File: src/rtl/i2cm_pkg.sv
package i2cm_pkg;
  localparam int BYTE_W = 8;
  localparam int CTL_RUN  = 0;
  localparam int CTL_STOP = 1;
  localparam int CTL_RS   = 2;
  localparam int CTL_ACKV = 7;

  typedef enum logic [2:0] {
    ST_IDLE, ST_START, ST_BIT, ST_ACK, ST_WAIT, ST_STOP, ST_RSTART
  } eng_state_e;

  typedef struct packed {
    logic start;
    logic resume;
    logic restart;
    logic stop;
    logic abort;
  } eng_cmd_t;
endpackage

File: src/rtl/i2cm_phase_timer.sv
module i2cm_phase_timer #(
  parameter int DIV = 4
) (
  input  logic       clk_i,
  input  logic       rst_ni,
  input  logic       clr_i,
  input  logic       run_i,
  output logic       tick_o,
  output logic [1:0] phase_o
);
  localparam int CW = (DIV > 1) ? $clog2(DIV) : 1;

  logic [CW-1:0] cnt_q;
  logic          last;

  assign last   = (cnt_q == CW'(DIV - 1));
  assign tick_o = run_i && last;

  always_ff @(posedge clk_i or negedge rst_ni) begin
    if (!rst_ni) begin
      cnt_q   <= '0;
      phase_o <= '0;
    end else if (clr_i) begin
      cnt_q   <= '0;
      phase_o <= '0;
    end else if (run_i) begin
      if (last) begin
        cnt_q   <= '0;
        phase_o <= phase_o + 2'd1;
      end else begin
        cnt_q <= cnt_q + CW'(1);
      end
    end
  end
endmodule

File: src/rtl/i2cm_ctrl_reg.sv
module i2cm_ctrl_reg
  import i2cm_pkg::*;
(
  input  logic     clk_i,
  input  logic     rst_ni,
  input  logic     we_i,
  input  logic     wr_run_i,
  input  logic     wr_stop_i,
  input  logic     wr_rs_i,
  input  logic     wr_ackv_i,
  input  logic     en_i,
  input  logic     idle_i,
  input  logic     wait_i,
  output eng_cmd_t cmd_o,
  output logic     run_o,
  output logic     ackv_o
);
  // stop beats abort beats restart beats resume/start
  always_comb begin
    cmd_o = '0;
    if (we_i) begin
      if (wr_stop_i)      cmd_o.stop  = !idle_i;
      else if (!wr_run_i) cmd_o.abort = !idle_i;
      else if (run_o) begin
        if (wr_rs_i) cmd_o.restart = 1'b1;
        else         cmd_o.resume  = wait_i;
      end else       cmd_o.start   = en_i && idle_i;
    end
  end

  always_ff @(posedge clk_i or negedge rst_ni) begin
    if (!rst_ni) begin
      run_o  <= 1'b0;
      ackv_o <= 1'b0;
    end else if (we_i) begin
      ackv_o <= wr_ackv_i;
      if (wr_stop_i || !wr_run_i) run_o <= 1'b0;
      else if (cmd_o.start)       run_o <= 1'b1;
    end
  end
endmodule

File: src/rtl/i2cm_engine.sv
module i2cm_engine
  import i2cm_pkg::*;
#(
  parameter int DIV = 4
) (
  input  logic              clk_i,
  input  logic              rst_ni,
  input  eng_cmd_t          cmd_i,
  input  logic              ackv_i,
  input  logic [BYTE_W-1:0] tx_byte_i,
  input  logic              sda_i,
  output logic              scl_o,
  output logic              sda_o,
  output logic              idle_o,
  output logic              wait_o,
  output logic              ack_rx_o,
  output logic              rx_done_o,
  output logic [BYTE_W-1:0] rx_byte_o
);
  localparam int BW = $clog2(BYTE_W);

  eng_state_e      st_q;
  logic [BW-1:0]   bit_q;
  logic [BYTE_W-1:0] sh_q;
  logic            first_q, rd_q, smp_q;
  logic            tick, end_ph, mid_ph, rx_mode, scl_hi;
  logic [1:0]      phase;
  logic            go_abort, go_stop, go_rs, go_start, go_res, jump, t_run;

  assign go_abort = cmd_i.abort;
  assign go_stop  = cmd_i.stop;
  assign go_rs    = cmd_i.restart && st_q != ST_IDLE && st_q != ST_STOP;
  assign go_start = cmd_i.start && st_q == ST_IDLE;
  assign go_res   = cmd_i.resume && st_q == ST_WAIT;
  assign jump     = go_abort | go_stop | go_rs | go_start | go_res;
  assign t_run    = st_q != ST_IDLE && st_q != ST_WAIT;

  i2cm_phase_timer #(.DIV(DIV)) u_timer (
    .clk_i   (clk_i),
    .rst_ni  (rst_ni),
    .clr_i   (jump),
    .run_i   (t_run),
    .tick_o  (tick),
    .phase_o (phase)
  );

  assign end_ph  = tick && phase == 2'd3;
  assign mid_ph  = tick && phase == 2'd2;
  assign rx_mode = rd_q && !first_q;
  assign scl_hi  = phase[0] ^ phase[1];

  always_ff @(posedge clk_i or negedge rst_ni) begin
    if (!rst_ni) begin
      st_q      <= ST_IDLE;
      bit_q     <= '0;
      sh_q      <= '0;
      first_q   <= 1'b0;
      rd_q      <= 1'b0;
      smp_q     <= 1'b1;
      ack_rx_o  <= 1'b0;
      rx_done_o <= 1'b0;
    end else begin
      rx_done_o <= 1'b0;
      if (go_abort)      st_q <= ST_IDLE;
      else if (go_stop)  st_q <= ST_STOP;
      else if (go_rs)    st_q <= ST_RSTART;
      else if (go_start) st_q <= ST_START;
      else if (go_res) begin
        st_q  <= ST_BIT;
        sh_q  <= tx_byte_i;
        bit_q <= BW'(BYTE_W - 1);
      end else begin
        if (mid_ph && st_q == ST_BIT) smp_q <= sda_i;
        if (mid_ph && st_q == ST_ACK && !rx_mode) ack_rx_o <= sda_i;
        if (end_ph) begin
          unique case (st_q)
            ST_START, ST_RSTART: begin
              st_q    <= ST_BIT;
              sh_q    <= tx_byte_i;
              bit_q   <= BW'(BYTE_W - 1);
              first_q <= 1'b1;
              rd_q    <= tx_byte_i[0];
            end
            ST_BIT: begin
              sh_q <= {sh_q[BYTE_W-2:0], smp_q};
              if (bit_q == '0) st_q <= ST_ACK;
              else             bit_q <= bit_q - BW'(1);
            end
            ST_ACK: begin
              st_q      <= ST_WAIT;
              first_q   <= 1'b0;
              rx_done_o <= rx_mode;
            end
            ST_STOP: st_q <= ST_IDLE;
            default: ;
          endcase
        end
      end
    end
  end

  always_comb begin
    scl_o = 1'b1;
    sda_o = 1'b1;
    unique case (st_q)
      ST_START:  begin scl_o = !phase[1];  sda_o = (phase == 2'd0); end
      ST_RSTART: begin scl_o = scl_hi;     sda_o = !phase[1];       end
      ST_BIT:    begin scl_o = scl_hi;     sda_o = rx_mode | sh_q[BYTE_W-1]; end
      ST_ACK:    begin scl_o = scl_hi;     sda_o = rx_mode ? ackv_i : 1'b1; end
      ST_WAIT:   begin scl_o = 1'b0;       sda_o = 1'b0; end
      ST_STOP:   begin scl_o = (phase != 2'd0); sda_o = phase[1]; end
      default:   ;
    endcase
  end

  assign idle_o    = st_q == ST_IDLE;
  assign wait_o    = st_q == ST_WAIT;
  assign rx_byte_o = sh_q;
endmodule

File: src/rtl/i2cm_core.sv
module i2cm_core
  import i2cm_pkg::*;
#(
  parameter int DIV = 4
) (
  input  logic       clk_i,
  input  logic       rst_ni,
  input  logic       en_i,
  input  logic       reg_we_i,
  input  logic       reg_addr_i,
  input  logic [7:0] reg_wdata_i,
  output logic [7:0] reg_rdata_o,
  output logic       scl_o,
  output logic       sda_o,
  input  logic       sda_i,
  output logic       wait_o,
  output logic       busy_o,
  output logic       ack_rx_o
);
  eng_cmd_t          cmd;
  logic              run, ackv, idle, rx_done;
  logic [BYTE_W-1:0] rx_byte, data_q;
  logic [7:0]        ctl_rd;

  i2cm_ctrl_reg u_ctrl (
    .clk_i     (clk_i),
    .rst_ni    (rst_ni),
    .we_i      (reg_we_i && !reg_addr_i),
    .wr_run_i  (reg_wdata_i[CTL_RUN]),
    .wr_stop_i (reg_wdata_i[CTL_STOP]),
    .wr_rs_i   (reg_wdata_i[CTL_RS]),
    .wr_ackv_i (reg_wdata_i[CTL_ACKV]),
    .en_i      (en_i),
    .idle_i    (idle),
    .wait_i    (wait_o),
    .cmd_o     (cmd),
    .run_o     (run),
    .ackv_o    (ackv)
  );

  i2cm_engine #(.DIV(DIV)) u_eng (
    .clk_i     (clk_i),
    .rst_ni    (rst_ni),
    .cmd_i     (cmd),
    .ackv_i    (ackv),
    .tx_byte_i (data_q),
    .sda_i     (sda_i),
    .scl_o     (scl_o),
    .sda_o     (sda_o),
    .idle_o    (idle),
    .wait_o    (wait_o),
    .ack_rx_o  (ack_rx_o),
    .rx_done_o (rx_done),
    .rx_byte_o (rx_byte)
  );

  always_ff @(posedge clk_i or negedge rst_ni) begin
    if (!rst_ni)                     data_q <= '0;
    else if (rx_done)                data_q <= rx_byte;
    else if (reg_we_i && reg_addr_i) data_q <= reg_wdata_i;
  end

  // request bits are never stored, so they read 0
  always_comb begin
    ctl_rd           = '0;
    ctl_rd[CTL_RUN]  = run;
    ctl_rd[CTL_ACKV] = ackv;
  end

  assign reg_rdata_o = reg_addr_i ? data_q : ctl_rd;
  assign busy_o      = !idle;
endmodule

File: config.mk
export PLATFORM = sky130hd
export DESIGN_NAME = i2cm_core
export DESIGN_NICKNAME = d
export VERILOG_FILES = /design/src/rtl/i2cm_pkg.sv /design/src/rtl/i2cm_phase_timer.sv /design/src/rtl/i2cm_ctrl_reg.sv /design/src/rtl/i2cm_engine.sv /design/src/rtl/i2cm_core.sv
export SDC_FILE = /design/constraint.sdc
export NUM_CORES = 1
export LEC_CHECK = 0
export ABC_AREA = 1
export BUFFER_PORTS_ARGS = -buffer_cell sky130_fd_sc_hd__buf_2
export CAP_MARGIN = 40
export CORE_MARGIN = 2
export CORE_UTILIZATION = 45
export CTS_BUF_LIST = sky130_fd_sc_hd__clkbuf_16
export DETAILED_ROUTE_END_ITERATION = 8
export PLACE_DENSITY = 0.67
export SLEW_MARGIN = 40
export SYNTH_ARGS = -nofsm -noshare
export SYNTH_HDL_FRONTEND = slang
export SYNTH_SLANG_ARGS = --single-unit
File: constraint.sdc
create_clock -name clk_i -period 1.8 [get_ports clk_i]
set_clock_uncertainty 0.05 [all_clocks]
set_input_delay 0.18 -clock clk_i [delete_from_list [all_inputs] [get_ports clk_i]]
set_output_delay 0.18 -clock clk_i [all_outputs]
set_load 0.05 [all_outputs]
==> impl_metrics.sql, run 1 <==
INSERT INTO impl_metrics (metric_group, metric, value, unit) VALUES
('timing', 'setup_total_negative_slack', '0', 'ns'),
('routing', 'antenna_left', '0', ''),
('synth', 'synth_sequential_area_ratio', '0.3893', ''),
('clock_network', 'root_buffer', 'sky130_fd_sc_hd__clkbuf_16', ''),
('setup_path', 'critical_path.max_fanout', '5', ''),
('final_layout', 'layout_cells_sized_above_1', '0.2791', ''),
('final_layout', 'finish.net_count', '347', ''),
('floorplanning', 'design.die.area', '5287', 'sq um'),
('power', 'report.power.total', '4.132', 'mW'),
('synth', 'largest_family_of_logic_cells_by_synthesized_area', 'simple AND/OR/NAND/NOR gates', ''),
('routing', 'top_signal_layer_used', 'met4', ''),
('timing', 'hold_viol', '0', ''),
('floorplanning', 'fp.dieW', '72.71', 'um'),
('routing', 'met1Wirelength', '2420', 'um'),
('grt', 'pin_count_of_the_biggest_net_entering_global_routing', '34', ''),
('routing', 'drt-wirelength-per-cell', '13.53', 'um'),
('routing', 'dr_total_vias', '1963', ''),
('synth', 'post-synth-top-area-cell', 'sky130_fd_sc_hd__dfrtp_1', ''),
('power', 'vdd_ir_drop_max', '0.0009261', 'V'),
('setup_path', 'setup.worst_path.end_class', 'output pin', ''),
('setup_path', 'r2r-end', 'u_eng.rx_byte_o[5]', ''),
('clock_network', 'cts.sink_count', '33', ''),
('timing', 'slew_violations', '0', ''),
('setup_path', 'rr_worst_depth', '8', ''),
('routing', 'drc_errors', '0', ''),
('setup_path', 'critical_path.n_buffers_inverters', '3', ''),
('setup_path', 'critPathArrivalTime', '1.56', 'ns'),
('synth', 'yosysWarnings', '0', ''),
('timing', 'tightestPinTransition', '0.4398', 'ns'),
('synth', 'yosysMostFrequentCell', 'sky130_fd_sc_hd__nand2_1', ''),
('routing', 'drtIter0Drc', '97', ''),
('clock_network', 'tritoncts_buffer_count', '5', ''),
('synth', 'postSynth.asyncResetShare', '1.000', ''),
('clock_network', 'clockBufferDepth', '2', ''),
('placement', 'dp_hpwl', '3641', 'um'),
('synth', 'synthTopCellsByCount', 'sky130_fd_sc_hd__nand2_1, sky130_fd_sc_hd__inv_1, sky130_fd_sc_hd__dfrtp_1, sky130_fd_sc_hd__nor2_1, sky130_fd_sc_hd__o21ai_0', ''),
('timing', 'max_clock_freq', '558.1', 'MHz'),
('synth', 'adder_and_majority_gate_portion_of_the_synthesized_area', '0.04711', ''),
('floorplanning', 'start_util', '0.4780', ''),
('synth', 'synth.distinct_cells', '32', ''),
('synth', 'synth-xor-area-share', '0.008245', ''),
('synth', 'synth_area_leaders', 'sky130_fd_sc_hd__dfrtp_1, sky130_fd_sc_hd__nand2_1, sky130_fd_sc_hd__inv_1, sky130_fd_sc_hd__ha_1, sky130_fd_sc_hd__nor2_1', ''),
('synth', 'synthesis.nets', '305', ''),
('floorplanning', 'fp.coreArea', '4444', 'sq um'),
('grt', 'grt_overflow', '0', ''),
('final_layout', 'antenna_cells', '0', ''),
('setup_path', 'worst_setup_path_startpoint', 'u_eng.st_q[0]', ''),
('synth', 'yosys.area.top_type_share', '0.3769', ''),
('outcome', 'outcome', 'finished clean', ''),
('power', 'total_leakage_power', '1.364', 'nW'),
('synth', 'synth_compound_area_frac', '0.1107', ''),
('power', 'power.density_cell_area', '1573', 'nW/um^2'),
('timing', 'report.final.setup_viol', '0', ''),
('routing', 'via_per_inst', '5.193', ''),
('clock_network', 'clock_latency', '0.28', 'ns'),
('synth', 'synth_enable_flop_cells', '0', ''),
('synth', 'synth_mux_area_frac', '0.02356', ''),
('synth', 'avgSynthCellArea', '7.507', 'sq um'),
('setup_path', 'crit_path_end', 'sda_o', ''),
('clock_network', 'clk_pin_slew_worst_paths', '0.05', 'ns'),
('setup_path', 'critical_path.slowest_cell', 'sky130_fd_sc_hd__dfrtp_1', ''),
('routing', 'wl_met3', '247', 'um'),
('grt', 'track_usage', '0.2102', ''),
('synth', 'post_synth_instance_area', '2125', 'sq um'),
('routing', 'totalWireLength', '5113', 'um'),
('synth', 'postSynthRegisterBits', '33', ''),
('setup_path', 'crit_chain', 'buf_6, nand2_2, nor2_4, inv_2, o21ai_2, nor2_1, nand3_1, buf_6', ''),
('final_layout', 'synthesis_to_finish_area_growth', '23.67', '%'),
('routing', 'drt_pass_1_iters', '4', ''),
('clock_network', 'cts_tree', 'built', ''),
('floorplanning', 'io_pins', '27', '');
## timing repair
action | in CTS | in global routing
setup endpoints to repair | 2 | 15
pin swaps | 2 | 4
endpoints found under the hold margin | 32 | 0
hold buffers | 1 | 0
gates resized for setup | 11 | 20
setup buffers | 1 | 3
## where the power goes
group | leakage, nW | total, mW | switching (mW) | internal, mW
logic | 0.908 | 2.19 | 1.40 | 0.790
clock network | 0.0748 | 0.818 | 0.317 | 0.501
registers | 0.382 | 1.13 | 0.180 | 0.946
total | 1.36 | 4.13 | 1.89 | 2.24
## worst min-delay path, delay by kind of cell
family        cells  cell delay [ns]
buf+inv           1             0.10
simple gates      2             0.12
## worst min path at each step
stage	startpoint	to	cells after the start
final	sda_i	u_eng.smp_q	3
after global routing	sda_i	u_eng.smp_q	3
after CTS	sda_i	u_eng.smp_q	3
after detailed placement	rst_ni	u_eng.u_timer.phase_o[0]	2
after global placement	rst_ni	u_eng.u_timer.phase_o[0]	2
after floorplan	rst_ni	data_q[0]	0
## metrics by stage
stage / util / cells / setup WS (ns) / hold slack, ns / instance area, sq um
finish: 0.5912 / 378 / 0.008138 / 0.08154 / 2628
global route: 0.5912 / 378 / -0.03489 / 0.09952 / 2628
CTS: 0.5721 / 375 / 0.007010 / 0.08202 / 2542
detailed placement: 0.5318 / 365 / 0.07763 / 0.1895 / 2364
global placement: 0.5318 / 365 / 0.09457 / 0.1892 / 2364
floorplan: - / 283 / -0.01274 / -0.1656 / 2138
## cell type report
class,instances,area (sq um)
Fill cell,418,1817
Clock buffer,5,125.1
Clock inverter,3,13.76
Timing Repair Buffer,40,254.0
Inverter,39,152.6
Multi-Input combinational cell,206,1186
Tap cell,52,65.06
Sequential cell,33,830.8
## flip-flops by register name, indices dropped and copies added, names as in the netlist
name                   flops
u_eng.rx_done_o            1
data_q                     8
u_eng.u_timer.cnt_q        2
u_ctrl.ackv_o              1
u_eng.smp_q                1
u_eng.rd_q                 1
u_eng.first_q              1
u_eng.ack_rx_o             1
u_eng.u_timer.phase_o      2
u_eng.rx_byte_o            8
u_eng.st_q                 3
u_ctrl.run_o               1
u_eng.bit_q                3
## cell usage in the layout (no fill, tap or decap)
master and count:
sky130_fd_sc_hd__or2_4 1, sky130_fd_sc_hd__o21ai_0 11, sky130_fd_sc_hd__clkinvlp_4 1, sky130_fd_sc_hd__dfrtp_2 3, sky130_fd_sc_hd__clkinv_2 2, sky130_fd_sc_hd__xor2_1 1
sky130_fd_sc_hd__o211ai_1 4, sky130_fd_sc_hd__nand2_2 7, sky130_fd_sc_hd__nor2_1 20, sky130_fd_sc_hd__buf_6 3, sky130_fd_sc_hd__nand2_8 1, sky130_fd_sc_hd__ha_1 7
sky130_fd_sc_hd__nand3_2 2, sky130_fd_sc_hd__nand4_1 8, sky130_fd_sc_hd__xnor2_1 1, sky130_fd_sc_hd__mux2i_1 5, sky130_fd_sc_hd__buf_2 24, sky130_fd_sc_hd__o221ai_2 1
sky130_fd_sc_hd__nor3_1 8, sky130_fd_sc_hd__inv_4 1, sky130_fd_sc_hd__o21ai_1 4, sky130_fd_sc_hd__dlygate4sd3_1 1, sky130_fd_sc_hd__nand3_1 12, sky130_fd_sc_hd__nand2_4 2
sky130_fd_sc_hd__o21ai_2 8, sky130_fd_sc_hd__nor2_2 3, sky130_fd_sc_hd__dfrtp_1 29, sky130_fd_sc_hd__buf_4 12, sky130_fd_sc_hd__a31oi_1 3, sky130_fd_sc_hd__nor2_4 5
sky130_fd_sc_hd__nor2_8 1, sky130_fd_sc_hd__dfstp_2 1, sky130_fd_sc_hd__inv_2 6, sky130_fd_sc_hd__ha_4 1, sky130_fd_sc_hd__nand2_1 81, sky130_fd_sc_hd__a21oi_1 8
sky130_fd_sc_hd__clkbuf_16 5, sky130_fd_sc_hd__inv_1 32, sky130_fd_sc_hd__nand3_4 1
## cell families after synthesis
family | Yosys count
simple gates | 152
buf+inv | 44
compound gates | 39
flops | 33
fa+ha+maj | 8
mux | 5
xor+xnor | 2
## metal layers
| metal | up-vias | global-route usage |
|---|---|---|
| li1 | 994 | - |
| met1 | 901 | 0.2958 |
| met2 | 57 | 0.3131 |
| met3 | 11 | 0.05249 |
| met4 | 0 | 0.07819 |
| met5 | - | 0 |
Power figures use the tool's default switching activity.
==> run 2: changes to the inputs <==
--- a/config.mk
+++ b/config.mk
@@ -12,7 +12,7 @@
 export CORE_UTILIZATION = 45
 export CTS_BUF_LIST = sky130_fd_sc_hd__clkbuf_16
 export DETAILED_ROUTE_END_ITERATION = 8
-export PLACE_DENSITY = 0.67
+export PLACE_DENSITY_LB_ADDON = 0.1
 export SLEW_MARGIN = 40
 export SYNTH_ARGS = -nofsm -noshare
 export SYNTH_HDL_FRONTEND = slang
==> run 2 against run 1 <==
  * Largest cell class unchanged
  * Worst setup slack about the same
  * Die area unchanged
  * Worst hold slack improved by 0.018 ns
  * Critical path depth increased by 1
  * Utilization increased by 3.4 points
==> impl_metrics.sql, run 2 (synthesis results as in run 1) <==
INSERT INTO impl_metrics (metric_group, metric, value, unit) VALUES
('routing', 'drtIter0Drc', '76', ''),
('placement', 'port_buffers', '26', ''),
('final_layout', 'synthesis_to_finish_area_growth', '30.68', '%'),
('grt', 'via_count_of_the_first_global_routing_pass', '1880', ''),
('floorplanning', 'fp.dieW', '72.71', 'um'),
('placement', 'dp_hpwl', '3811', 'um'),
('clock_network', 'clock_latency', '0.28', 'ns'),
('power', 'power.density_cell_area', '1597', 'nW/um^2'),
('clock_network', 'tritoncts_buffer_count', '5', ''),
('timing', 'layout_worst_path_cycle_share', '0.9952', ''),
('placement', 'finalWeightedCongestion', '0.9002', ''),
('clock_network', 'cts.sink_count', '33', ''),
('setup_path', 'critPathArrivalTime', '1.56', 'ns'),
('power', 'total_leakage_power', '1.455', 'nW'),
('setup_path', 'path_class', 'flop to output pin', ''),
('power', 'vdd_ir_drop_max', '0.001173', 'V'),
('routing', 'drt_pass_1_iters', '4', ''),
('final_layout', 'final_cell_mix', 'sky130_fd_sc_hd__nand2_1, sky130_fd_sc_hd__inv_1, sky130_fd_sc_hd__dfrtp_1, sky130_fd_sc_hd__buf_4, sky130_fd_sc_hd__buf_2', ''),
('timing', 'tightestPinTransition', '0.4418', 'ns'),
('floorplanning', 'start_util', '0.4780', ''),
('hold_path', 'hold_class', 'primary input to flop', ''),
('flow_run', 'timing.max_cap.violations', '0', ''),
('outcome', 'outcome', 'finished clean', ''),
('final_layout', 'postLayoutCoreUtil', '0.6247', ''),
('timing', 'timing.final.crit_period', '1.791', 'ns'),
('timing', 'hold_viol', '0', ''),
('final_layout', 'fillCellCount', '402', ''),
('placement', 'place_inst', '368', ''),
('grt', 'track_usage', '0.2161', ''),
('timing', 'slew_violations', '0', ''),
('floorplanning', 'io_pins', '27', ''),
('setup_path', 'critical_path.max_fanout', '3', ''),
('clock_network', 'cts_htree_levels', '2', ''),
('routing', 'drt-wirelength-per-cell', '13.56', 'um'),
('setup_path', 'worstPathRequired', '1.57', 'ns'),
('clock_network', 'cts_tree', 'built', ''),
('timing', 'worst_relative_slew_slack', '0.7054', ''),
('final_layout', 'antenna_cells', '0', ''),
('clock_network', 'root_buffer', 'sky130_fd_sc_hd__clkbuf_16', ''),
('final_layout', 'final_common_cell', 'sky130_fd_sc_hd__nand2_1', ''),
('grt', 'grt_overflow', '0', ''),
('final_layout', 'finalNonFillerCells', '392', ''),
('grt', 'antenna_found_initial', '0', ''),
('grt', 'pin_count_of_the_biggest_net_entering_global_routing', '34', ''),
('floorplanning', 'fp.coreArea', '4444', 'sq um'),
('timing', 'post-route-worst-setup-slack', '0.008629', 'ns'),
('final_layout', 'layout_cells_sized_above_1', '0.3176', ''),
('routing', 'antenna_left', '0', ''),
('routing', 'dr_total_vias', '1979', ''),
('placement', 'detailedPlace.worstSlack', '0.03539', 'ns'),
('timing', 'report.final.setup_viol', '0', ''),
('setup_path', 'timing.critical_path.from_type', 'flop', ''),
('setup_path', 'setup.worst_path.end_class', 'output pin', ''),
('grt', 'grt_pass1_wl', '8742', 'um'),
('clock_network', 'clockBufferDepth', '2', ''),
('floorplanning', 'design.die.area', '5287', 'sq um'),
('routing', 'drc_errors', '0', ''),
('final_layout', 'finish.net_count', '361', ''),
('timing', 'max_clock_freq', '558.2', 'MHz'),
('routing', 'via_per_inst', '5.048', ''),
('floorplanning', 'std_cell_rows', '24', ''),
('routing', 'totalWireLength', '5316', 'um'),
('floorplanning', 'die_height', '72.71', 'um'),
('timing', 'setup_total_negative_slack', '0', 'ns'),
('clock_network', 'clk_pin_slew_worst_paths', '0.05', 'ns');
==> run 2: path summary, 6_finish.rpt <==
kind	start	to	slack [ns]	cells after the start
max	u_eng.st_q[0]	sda_o	0.009	9
max in group asynchronous	rst_ni	u_eng.smp_q	1.02	2
min reg2reg	u_eng.ack_rx_o	u_eng.ack_rx_o	0.41	2
min	sda_i	u_eng.smp_q	0.1	3
min in group asynchronous	rst_ni	u_eng.first_q	0.34	2
max reg2reg	u_eng.st_q[0]	u_eng.bit_q[1]	0.10	10
==> run 2: worst max-delay path, stage by stage (launching register included) <==
cell	delay, ns
sky130_fd_sc_hd__dfrtp_1	0.41
sky130_fd_sc_hd__inv_2	0.09
sky130_fd_sc_hd__nand2_4	0.06
sky130_fd_sc_hd__buf_4	0.14
sky130_fd_sc_hd__inv_1	0.06
sky130_fd_sc_hd__nand2_1	0.09
sky130_fd_sc_hd__o21ai_1	0.13
sky130_fd_sc_hd__nor2_1	0.06
sky130_fd_sc_hd__nand3_1	0.09
sky130_fd_sc_hd__buf_6	0.16
==> run 2: layout make-up <==
cell class | instances | area, sq um | area share
multi-input cells | 206 | 1214 | 0.4371
flip-flops and latches | 33 | 829.5 | 0.2988
repair buffers | 54 | 377.9 | 0.1361
inverters | 39 | 151.4 | 0.05453
clock buffers | 5 | 125.1 | 0.04507
well taps | 52 | 65.06 | 0.02343
clock inverters | 3 | 13.76 | 0.004957
==> run 2: stage by stage <==
| step | hold slack [ns] | cell area (sq um) | power (mW) |
|---|---|---|---|
| 2_1_floorplan | -0.1656 | 2138 | 2.552 |
| 4_1_cts | 0.1014 | 2608 | 4.080 |
| 6_report | 0.09964 | 2776 | 4.433 |
| 5_1_grt | 0.1242 | 2776 | 4.718 |
| 3_5_place_dp | 0.2536 | 2399 | 3.081 |
| 3_3_place_gp | 0.2498 | 2399 | 3.067 |
==> run 2: metal layers <==
layer | GRT usage | part of all wire | up-vias
li1 | - | - | 1026
met1 | 0.2974 | 0.48 | 904
met2 | 0.3404 | 0.47 | 41
met3 | 0.04282 | 0.041 | 8
met4 | 0.07407 | 0.017 | 0
met5 | 0 | 0 | -
==> run 2: what timing repair did <==
action,4_1_cts,5_1_grt
setup buffers,4,11
pin swaps,2,7
hold endpoints to repair,32,0
resized for setup,12,24
hold buffers,1,0
setup endpoints to repair,2,15
==> run 2: power breakdown <==
group / total (mW) / internal (mW) / switching (mW)
sequential: 1.13 / 0.945 / 0.187
combinational: 2.48 / 1.02 / 1.46
clock: 0.821 / 0.502 / 0.320
total: 4.43 / 2.47 / 1.97
